<file path="config.mk">
export PLATFORM = sky130hd
export DESIGN_NAME = seq_recorder
export DESIGN_NICKNAME = d
export VERILOG_FILES = /design/src/rtl/seqrec_pkg.sv /design/src/rtl/seqrec_edge.sv /design/src/rtl/seqrec_store.sv /design/src/rtl/seqrec_ctrl.sv /design/src/rtl/seq_recorder.sv
export SDC_FILE = /design/constraint.sdc
export NUM_CORES = 2
export LEC_CHECK = 0
export BUFFER_PORTS_ARGS = -buffer_cell sky130_fd_sc_hd__buf_4
export CAP_MARGIN = 15
export CORE_ASPECT_RATIO = 0.7
export CORE_MARGIN = 2
export CORE_UTILIZATION = 68
export CTS_CLUSTER_SIZE = 16
export DETAILED_ROUTE_END_ITERATION = 10
export PLACE_DENSITY = 0.95
export RECOVER_POWER = 50
export SLEW_MARGIN = 30
export SYNTH_ARGS = -nofsm -noshare
export SYNTH_HDL_FRONTEND = slang
export SYNTH_SLANG_ARGS = --single-unit
</file>
<file path="constraint.sdc">
create_clock -name clk -period 4.94 [get_ports clk]
set_clock_uncertainty 0.2 [all_clocks]
set_input_delay 0.247 -clock clk [delete_from_list [all_inputs] [get_ports clk]]
set_output_delay 0.247 -clock clk [all_outputs]
set_load 0.005 [all_outputs]
</file>
<file path="src/rtl/seqrec_pkg.sv">
package seqrec_pkg;
    typedef enum logic [1:0] {
        MODE_IDLE = 2'b00,
        MODE_REC  = 2'b01,
        MODE_PLAY = 2'b10
    } mode_e;
endpackage

</file>
<file path="src/rtl/seqrec_edge.sv">
module seqrec_edge #(
    parameter int N = 3
) (
    input  logic         clk,
    input  logic         rst_n,
    input  logic [N-1:0] lvl,
    output logic [N-1:0] rise
);
    logic [N-1:0] prev_d, prev_q;

    for (genvar i = 0; i < N; i++) begin : g_bit
        assign rise[i] = lvl[i] & ~prev_q[i];
    end

    always_comb begin
        prev_d = lvl;
    end

    always_ff @(posedge clk) begin
        if (!rst_n) prev_q <= '0;
        else        prev_q <= prev_d;
    end
endmodule

</file>
<file path="src/rtl/seqrec_store.sv">
module seqrec_store #(
    parameter int W     = 12,
    parameter int DEPTH = 300,
    parameter int AW    = 9
) (
    input  logic          clk,
    input  logic          wr_en,
    input  logic [AW-1:0] wr_addr,
    input  logic [W-1:0]  wr_data,
    input  logic [AW-1:0] rd_addr,
    output logic [W-1:0]  rd_data
);
    logic [W-1:0] cell_q [DEPTH];

    always_ff @(posedge clk) begin
        if (wr_en && (32'(wr_addr) < DEPTH)) cell_q[wr_addr] <= wr_data;
    end

    always_comb begin
        if (32'(rd_addr) < DEPTH) rd_data = cell_q[rd_addr];
        else                      rd_data = '1;
    end
endmodule

</file>
<file path="src/rtl/seqrec_ctrl.sv">
module seqrec_ctrl
    import seqrec_pkg::*;
#(
    parameter int W     = 12,
    parameter int DEPTH = 300,
    parameter int AW    = 9
) (
    input  logic          clk,
    input  logic          rst_n,
    input  logic          rec_press,
    input  logic          stop_press,
    input  logic          play_press,
    input  logic          frame_valid,
    input  logic [W-1:0]  frame_word,
    input  logic          latch_rise,
    output logic          wr_en,
    output logic [AW-1:0] wr_addr,
    output logic [W-1:0]  wr_data,
    output logic [AW-1:0] rd_addr,
    output mode_e         mode,
    output logic          done
);
    localparam logic [AW-1:0] CAP = AW'(DEPTH);

    typedef struct packed {
        mode_e         mode;
        logic [AW-1:0] rec_addr;
        logic [AW-1:0] play_addr;
        logic [AW-1:0] fin;
        logic          done;
    } ctrl_t;

    ctrl_t s_d, s_q;
    logic [AW-1:0] rec_nxt, play_nxt;

    always_comb begin
        s_d      = s_q;
        s_d.done = 1'b0;
        wr_en    = 1'b0;
        rec_nxt  = s_q.rec_addr + 1'b1;
        play_nxt = s_q.play_addr + 1'b1;
        unique case (s_q.mode)
            MODE_IDLE: begin
                s_d.play_addr = '0;
                if (rec_press) begin
                    s_d.mode     = MODE_REC;
                    s_d.rec_addr = '0;
                    s_d.fin      = '0;
                end else if (play_press) begin
                    if (s_q.fin == '0) s_d.done = 1'b1;
                    else               s_d.mode = MODE_PLAY;
                end
            end
            MODE_REC: begin
                if (frame_valid) begin
                    wr_en        = 1'b1;
                    s_d.rec_addr = rec_nxt;
                    s_d.fin      = rec_nxt;
                end
                if (stop_press || (frame_valid && rec_nxt == CAP)) begin
                    s_d.mode = MODE_IDLE;
                    s_d.done = 1'b1;
                end
            end
            MODE_PLAY: begin
                if (latch_rise) begin
                    if (play_nxt == s_q.fin) begin
                        s_d.mode      = MODE_IDLE;
                        s_d.done      = 1'b1;
                        s_d.play_addr = '0;
                    end else begin
                        s_d.play_addr = play_nxt;
                    end
                end
            end
            default: s_d.mode = MODE_IDLE;
        endcase
    end

    always_ff @(posedge clk) begin
        if (!rst_n) begin
            s_q.mode      <= MODE_IDLE;
            s_q.rec_addr  <= '0;
            s_q.play_addr <= '0;
            s_q.fin       <= '0;
            s_q.done      <= 1'b0;
        end else begin
            s_q <= s_d;
        end
    end

    assign wr_addr = s_q.rec_addr;
    assign wr_data = frame_word;
    assign rd_addr = s_q.play_addr;
    assign mode    = s_q.mode;
    assign done    = s_q.done;
endmodule

</file>
<file path="src/rtl/seq_recorder.sv">
module seq_recorder
    import seqrec_pkg::*;
#(
    parameter int W     = 12,
    parameter int DEPTH = 300
) (
    input  logic         clk,
    input  logic         rst_n,
    input  logic         frame_valid,
    input  logic [W-1:0] frame_word,
    input  logic         latch_rise,
    input  logic         rec_btn,
    input  logic         stop_btn,
    input  logic         play_btn,
    output logic [W-1:0] disp_word,
    output logic [1:0]   mode,
    output logic         done
);
    localparam int AW = $clog2(DEPTH + 1);

    logic [2:0]    press;
    logic          wr_en;
    logic [AW-1:0] wr_addr, rd_addr;
    logic [W-1:0]  wr_data, rd_data;
    mode_e         mode_s;

    seqrec_edge #(.N(3)) u_edge (
        .clk  (clk),
        .rst_n(rst_n),
        .lvl  ({play_btn, stop_btn, rec_btn}),
        .rise (press)
    );

    seqrec_ctrl #(.W(W), .DEPTH(DEPTH), .AW(AW)) u_ctrl (
        .clk        (clk),
        .rst_n      (rst_n),
        .rec_press  (press[0]),
        .stop_press (press[1]),
        .play_press (press[2]),
        .frame_valid(frame_valid),
        .frame_word (frame_word),
        .latch_rise (latch_rise),
        .wr_en      (wr_en),
        .wr_addr    (wr_addr),
        .wr_data    (wr_data),
        .rd_addr    (rd_addr),
        .mode       (mode_s),
        .done       (done)
    );

    seqrec_store #(.W(W), .DEPTH(DEPTH), .AW(AW)) u_store (
        .clk    (clk),
        .wr_en  (wr_en),
        .wr_addr(wr_addr),
        .wr_data(wr_data),
        .rd_addr(rd_addr),
        .rd_data(rd_data)
    );

    always_comb begin
        unique case (mode_s)
            MODE_REC:  disp_word = frame_word;
            MODE_PLAY: disp_word = rd_data;
            default:   disp_word = '1;
        endcase
    end

    assign mode = mode_s;
endmodule

</file>
==> metrics.md, run 1 <==
| Metric | Value |
|---|---|
| Exit stage | global routing (5_1_grt) |
| Error message | [ERROR GRT-0232] Routing congestion too high. Check the congestion heatmap in the GUI. |
| Total GRT Usage | 65.7% |
| CTS H-tree depth | 5 |
| Yosys reg bits | 3633 |
| Synth Area per Inst | 21.2 µm² |
| Gr ovfl total | 18 |
| Die height | 385 µm |
| Detailed placement HPWL | 288 mm |
| Bufs on Longest Clock Path | 4 |
| Dpl cells | 9689 |
| I/O pin cnt | 34 |
| PortBufs | 33 |
| Die W | 549 µm |
| CTS root buf | clkbuf_16 |
| Initial Utilization | 68.6% |
| Post-Syn Instances | 6668 |
| Ys Warns | 0 |
| Rows | 139 |
| Post-Synthesis Cell Area | 0.141 mm² |
| Count of cell types in the netlist | 72 |
| Synth Net Count | 6697 |
| Largest net degree at the start of global routing | 205 |
| Async SR Flop Fraction | 0% |
| Status | stopped before the end |
| Clock sinks | 3633 |
| Top_reg_cell synth | edfxtp_1 |
| CTS Buf Count | 311 |
| GP Congestion | 1.02 |
| Post-synthesis sequential area ratio | 77.1% |
| Number of synthesized flops with an enable pin | 3600 |
[Yosys cell counts (8+ instances only)]
master / n / share of area, %
o21ai_0: 54 / 0.19
nor2_1: 376 / 1.0
a221oi_1: 37 / 0.23
a211o_1: 9 / 0.056
clkbuf_1: 143 / 0.38
o22ai_1: 49 / 0.22
o221ai_1: 14 / 0.087
a31oi_1: 29 / 0.13
mux2_2: 22 / 0.18
mux2i_1: 257 / 1.8
nor3_1: 29 / 0.10
o31ai_1: 8 / 0.043
o2111ai_1: 9 / 0.056
buf_4: 70 / 0.37
nand4_1: 25 / 0.11
nor4_1: 17 / 0.075
and2_1: 23 / 0.10
inv_1: 20 / 0.053
a22oi_1: 85 / 0.45
nor3b_1: 8 / 0.043
a21oi_1: 88 / 0.31
edfxtp_1: 3600 / 77
o211ai_1: 17 / 0.090
and3_1: 28 / 0.12
nor2b_1: 36 / 0.16
a2111oi_0: 15 / 0.093
nand2_1: 292 / 0.78
a22o_1: 8 / 0.050
a211oi_1: 25 / 0.13
buf_2: 117 / 0.41
nand2b_1: 8 / 0.035
buf_1: 31 / 0.082
mux4_2: 860 / 14
buf_6: 27 / 0.22
nand3_1: 79 / 0.28
xnor2_1: 11 / 0.068
dfxtp_1: 33 / 0.47
ha_1: 10 / 0.089
[kinds of logic after synthesis]
logic type,synth area share (%)
AND/OR/NAND/NOR,2.93
flip-flops,77.1
AO/OA/AOI/OAI,2.56
adder cells (fa/ha/maj),0.0887
buffers and inverters,1.53
multiplexers,15.7
XOR/XNOR,0.0993
[repair_timing]
item	in CTS
pin swaps	9
setup endpoints to repair	12
hold buffers	22
resized for setup	106
hold endpoints to repair	940
cloned	11
buffers inserted	36
[metrics by stage]
stage               worst slack [ns]  instance area (µm²)  setup TNS [ns]
detailed placement           -0.0358               148000         -0.0358
CTS                          0.00135               160000               0
floorplan                       1.77               141000               0
global placement             -0.0883               148000         -0.0883
[layer usage]
| metal | GRT overflow | GRT usage [%] |
|---|---|---|
| met2 | 4 | 79.1 |
| met1 | 0 | 64.2 |
| met3 | 4 | 55.3 |
| met5 | 0 | 39.6 |
| met4 | 10 | 63.0 |
==> run 2: changes to the inputs <==
--- a/config.mk
+++ b/config.mk
@@ -7,12 +7,10 @@
 export LEC_CHECK = 0
 export BUFFER_PORTS_ARGS = -buffer_cell sky130_fd_sc_hd__buf_4
 export CAP_MARGIN = 15
-export CORE_ASPECT_RATIO = 0.7
 export CORE_MARGIN = 2
-export CORE_UTILIZATION = 68
-export CTS_CLUSTER_SIZE = 16
+export CORE_UTILIZATION = 40
 export DETAILED_ROUTE_END_ITERATION = 10
-export PLACE_DENSITY = 0.95
+export PLACE_DENSITY_LB_ADDON = 0.15
 export RECOVER_POWER = 50
 export SLEW_MARGIN = 30
 export SYNTH_ARGS = -nofsm -noshare
==> run 2 against run 1 <==
  * Synthesized cell count unchanged
  * Area after synthesis unchanged
  * The flow now finishes, with violations (capacitance limit, slew limit, setup timing)
==> metrics.md, run 2 <==
| Metric | Value |
|---|---|
| Worst Hold Class | in -> reg |
| WL final | 453 mm |
| Dpl cells | 11600 (was 9689) |
| Pwr dens | 381 mW/mm² |
| Max-slew violations | 2302 |
| Ys Warns | 0 (unchanged) |
| Peak Freq | 0.201 GHz |
| Count of cell types in the netlist | 72 (unchanged) |
| CTS root buf | clkbuf_16 (unchanged) |
| GP Congestion | 0.883 (was 1.02) |
| Final setup violation count | 1 |
| Internal Power | 0.0500 W |
| I/O pin cnt | 34 (unchanged) |
| CP startpoint kind | flip-flop |
| CTS H-tree depth | 5 (unchanged) |
| WP data required | 4.49 ns |
| Number of DRC markers in iteration 0 | 10000 |
| Fin cells | 12500 |
| Failing checks | capacitance limit, slew limit, setup timing |
| Placed inst area | 0.152 mm² (was 0.148 mm²) |
| Drt first pass iters | 6 |
| Number of synthesized flops with an enable pin | 3600 (unchanged) |
| Remaining DRCs | 0 |
| Commonest non-fill, non-tap cells in the layout | edfxtp_1 (3600), mux4_2 (860), buf_4 (668) |
| Sw frac | 20.9% |
| Setup WS post-layout | -0.0413 ns |
| Core footprint | 0.352 mm² |
| Clock sinks | 3633 (unchanged) |
| Clock share of power | 43.8% |
| Critical path class | reg -> out |
| Synth top area share | 76.6% (unchanged) |
| Crit end category | output pin |
| Post-Synthesis Cell Area | 0.141 mm² (unchanged) |
| Commonest non-fill, non-tap cell in the layout | edfxtp_1 |
| Worst setup path endpoint | disp_word[3] |
| Largest Register | u_store.cell_q |
| RSZ-0062 raised after global routing | true |
| CTS tree | done |
| Initial Utilization | 40.1% (was 68.6%) |
| Worst R2R End | u_store.cell_q[114][5] |
| Worst Path Arrival | 4.53 ns |
| Die ar. | 0.358 mm² |
| Final ANT Viol Nets | 0 |
| Cells taking the most area after synthesis | edfxtp_1 (77%), mux4_2 (14%), mux2i_1 (1.8%) (unchanged) |
| LEAKAGE | 51.4 nW |
| Top_reg_cell synth | edfxtp_1 (unchanged) |
| Area Overhead vs Synth | 17.5% |
| Top-count cell post-synth | edfxtp_1 (unchanged) |
| Die W | 598 µm (was 549 µm) |
| Vias in the first global route | 73700 |
| Worst r2r src | u_ctrl.mode[1] |
| Bufs on Longest Clock Path | 4 (unchanged) |
| Comb pwr share | 2.5% |
| VDD IR max | 0.000304 V |
| Reg clk slew, reported paths | 0.06 ns |
| Slack of the worst reg-to-reg path | 0.99 ns |
| Actual slew at the worst max-slew pin | 4.45 ns |
| Final Hold Vio Count | 0 |
| Via Count | 74600 |
| Yosys reg bits | 3633 (unchanged) |
| Layout cells sized above 1 | 30.2% |
| Maxcap violations | 29 |
| Avg WL per Cell | 36.3 µm |
| FF-to-FF path depth | 7 |
| Nets | 7572 |
| Largest net degree at the start of global routing | 206 |
| Vias per cell | 5.98 |
| Rel. slew slack | -197% |
| Post-layout util | 47.1% |
| First-pass GRT wire length | 618 mm |
| Rows | 218 (was 139) |
| Post-synth top cells | edfxtp_1 (3600), mux4_2 (860), nor2_1 (376) (unchanged) |
| CTS Buf Count | 383 (was 311) |
| Post-synthesis sequential area ratio | 77.1% (unchanged) |
| Total GRT Usage | 25.0% |
| Switching pwr | 0.0132 W |
| PortBufs | 33 (unchanged) |
| Clk_lat worst skew | 0.96 ns |
| Synth area leader | edfxtp_1 (unchanged) |
| Synth Net Count | 6697 (unchanged) |
| Final min period | 4.98 ns |
| Crit share post-route | 101% |
| Status | finished with violations (was stopped before the end) |
| Max reg flops | 3600 |
| Sequential fraction of design power | 53.7% |
| Async SR Flop Fraction | 0% (unchanged) |
| Post-Syn Instances | 6668 (unchanged) |
| Synth Area per Inst | 21.2 µm² (unchanged) |
| Detailed placement HPWL | 279 mm (was 288 mm) |
| Die height | 598 µm (was 385 µm) |
| Post-Layout Inst Area | 0.166 mm² |
| Initial antenna violation count | 36 |
| Gr ovfl total | 0 |
| Crit-path max FO | 12 |
-- run 2: cell counts after synthesis --
No cell type changed its count.
-- run 2: repair_timing --
item	in CTS	in global routing
endpoints found under the hold margin	1803	4
endpoints found under the setup margin	12	11
gates resized for setup	174	38
cloned	12	2
hold buffers	27	1
pin swaps	25	14
setup buffers	72	27
-- run 2: kinds of logic after synthesis --
group           count (synthesis)  synth area share, %
fa+ha+maj                      10               0.0887
flops                        3633                 77.1
buf+inv                       413                 1.53
mux                          1139                 15.7
compound gates                513                 2.56
simple gates                  944                 2.93
xor+xnor                       16               0.0993
-- run 2: power groups by stage --
stage	clock (W)	combinational (W)	sequential [W]
6_report	0.0277	0.00160	0.0339
5_1_grt	0.0293	0.00167	0.0339
4_1_cts	0.0281	0.00162	0.0339
3_5_place_dp	0	0.00149	0.0345
3_3_place_gp	0	0.00146	0.0345
2_1_floorplan	0	0.000470	0.0345
-- run 2: final cells by class --
type | instances | area (µm²)
clock buffer | 484 | 10200
inverter | 25 | 111
clock inverter | 208 | 1660
timing repair buffer | 878 | 8320
fill | 29200 | 186000
sequential | 3633 | 109000
tap | 4620 | 5780
antenna | 18 | 45.0
multi-input combinational | 2622 | 30900
-- run 2: critical path, cell delays in order, from the launching register on --
cell	delay, ns
dfxtp_4	0.64
nand2_1	0.29
buf_4	0.28
nor2_1	0.41
buf_4	0.24
o211ai_1	0.21
nand2_1	0.14
nor4_1	0.06
buf_4	0.15
a211o_1	0.30
o31ai_4	0.59
buf_4	0.22
-- run 2: worst min-delay path by stage --
stage,start,endpoint,depth (start not counted)
final,rst_n,flip-flop,3
after global routing,rst_n,flip-flop,3
after CTS,rst_n,flip-flop,3
after detailed placement,play_btn,u_edge.prev_q[2],2
after global placement,play_btn,u_edge.prev_q[2],2
after floorplan,frame_word[0],u_store.cell_q[0][0],0
-- run 2: through the flow --
stage / power [W] / setup WS (ns) / setup TNS (ns) / hold slack (ns)
final: 0.0632 / -0.0413 / -0.0413 / 0.0949
after global routing: 0.0649 / -0.0543 / -0.619 / 0.0734
after CTS: 0.0636 / -0.0621 / -0.278 / 0.00312
after detailed placement: 0.0360 / -0.170 / -0.447 / 0.278
after global placement: 0.0360 / -0.556 / -1.32 / 0.276
after floorplan: 0.0350 / 1.77 / 0 / 0.146
-- run 2: layer usage --
| layer | track usage, % | part of all wire, % | vias up |
|---|---|---|---|
| met5 | 0 | 0.016 | - |
| li1 | - | - | 29700 |
| met1 | 35.5 | 41 | 40700 |
| met4 | 8.24 | 3.8 | 10 |
| met3 | 4.85 | 8.8 | 706 |
| met2 | 39.0 | 47 | 3594 |
Power figures use the tool's default switching activity.
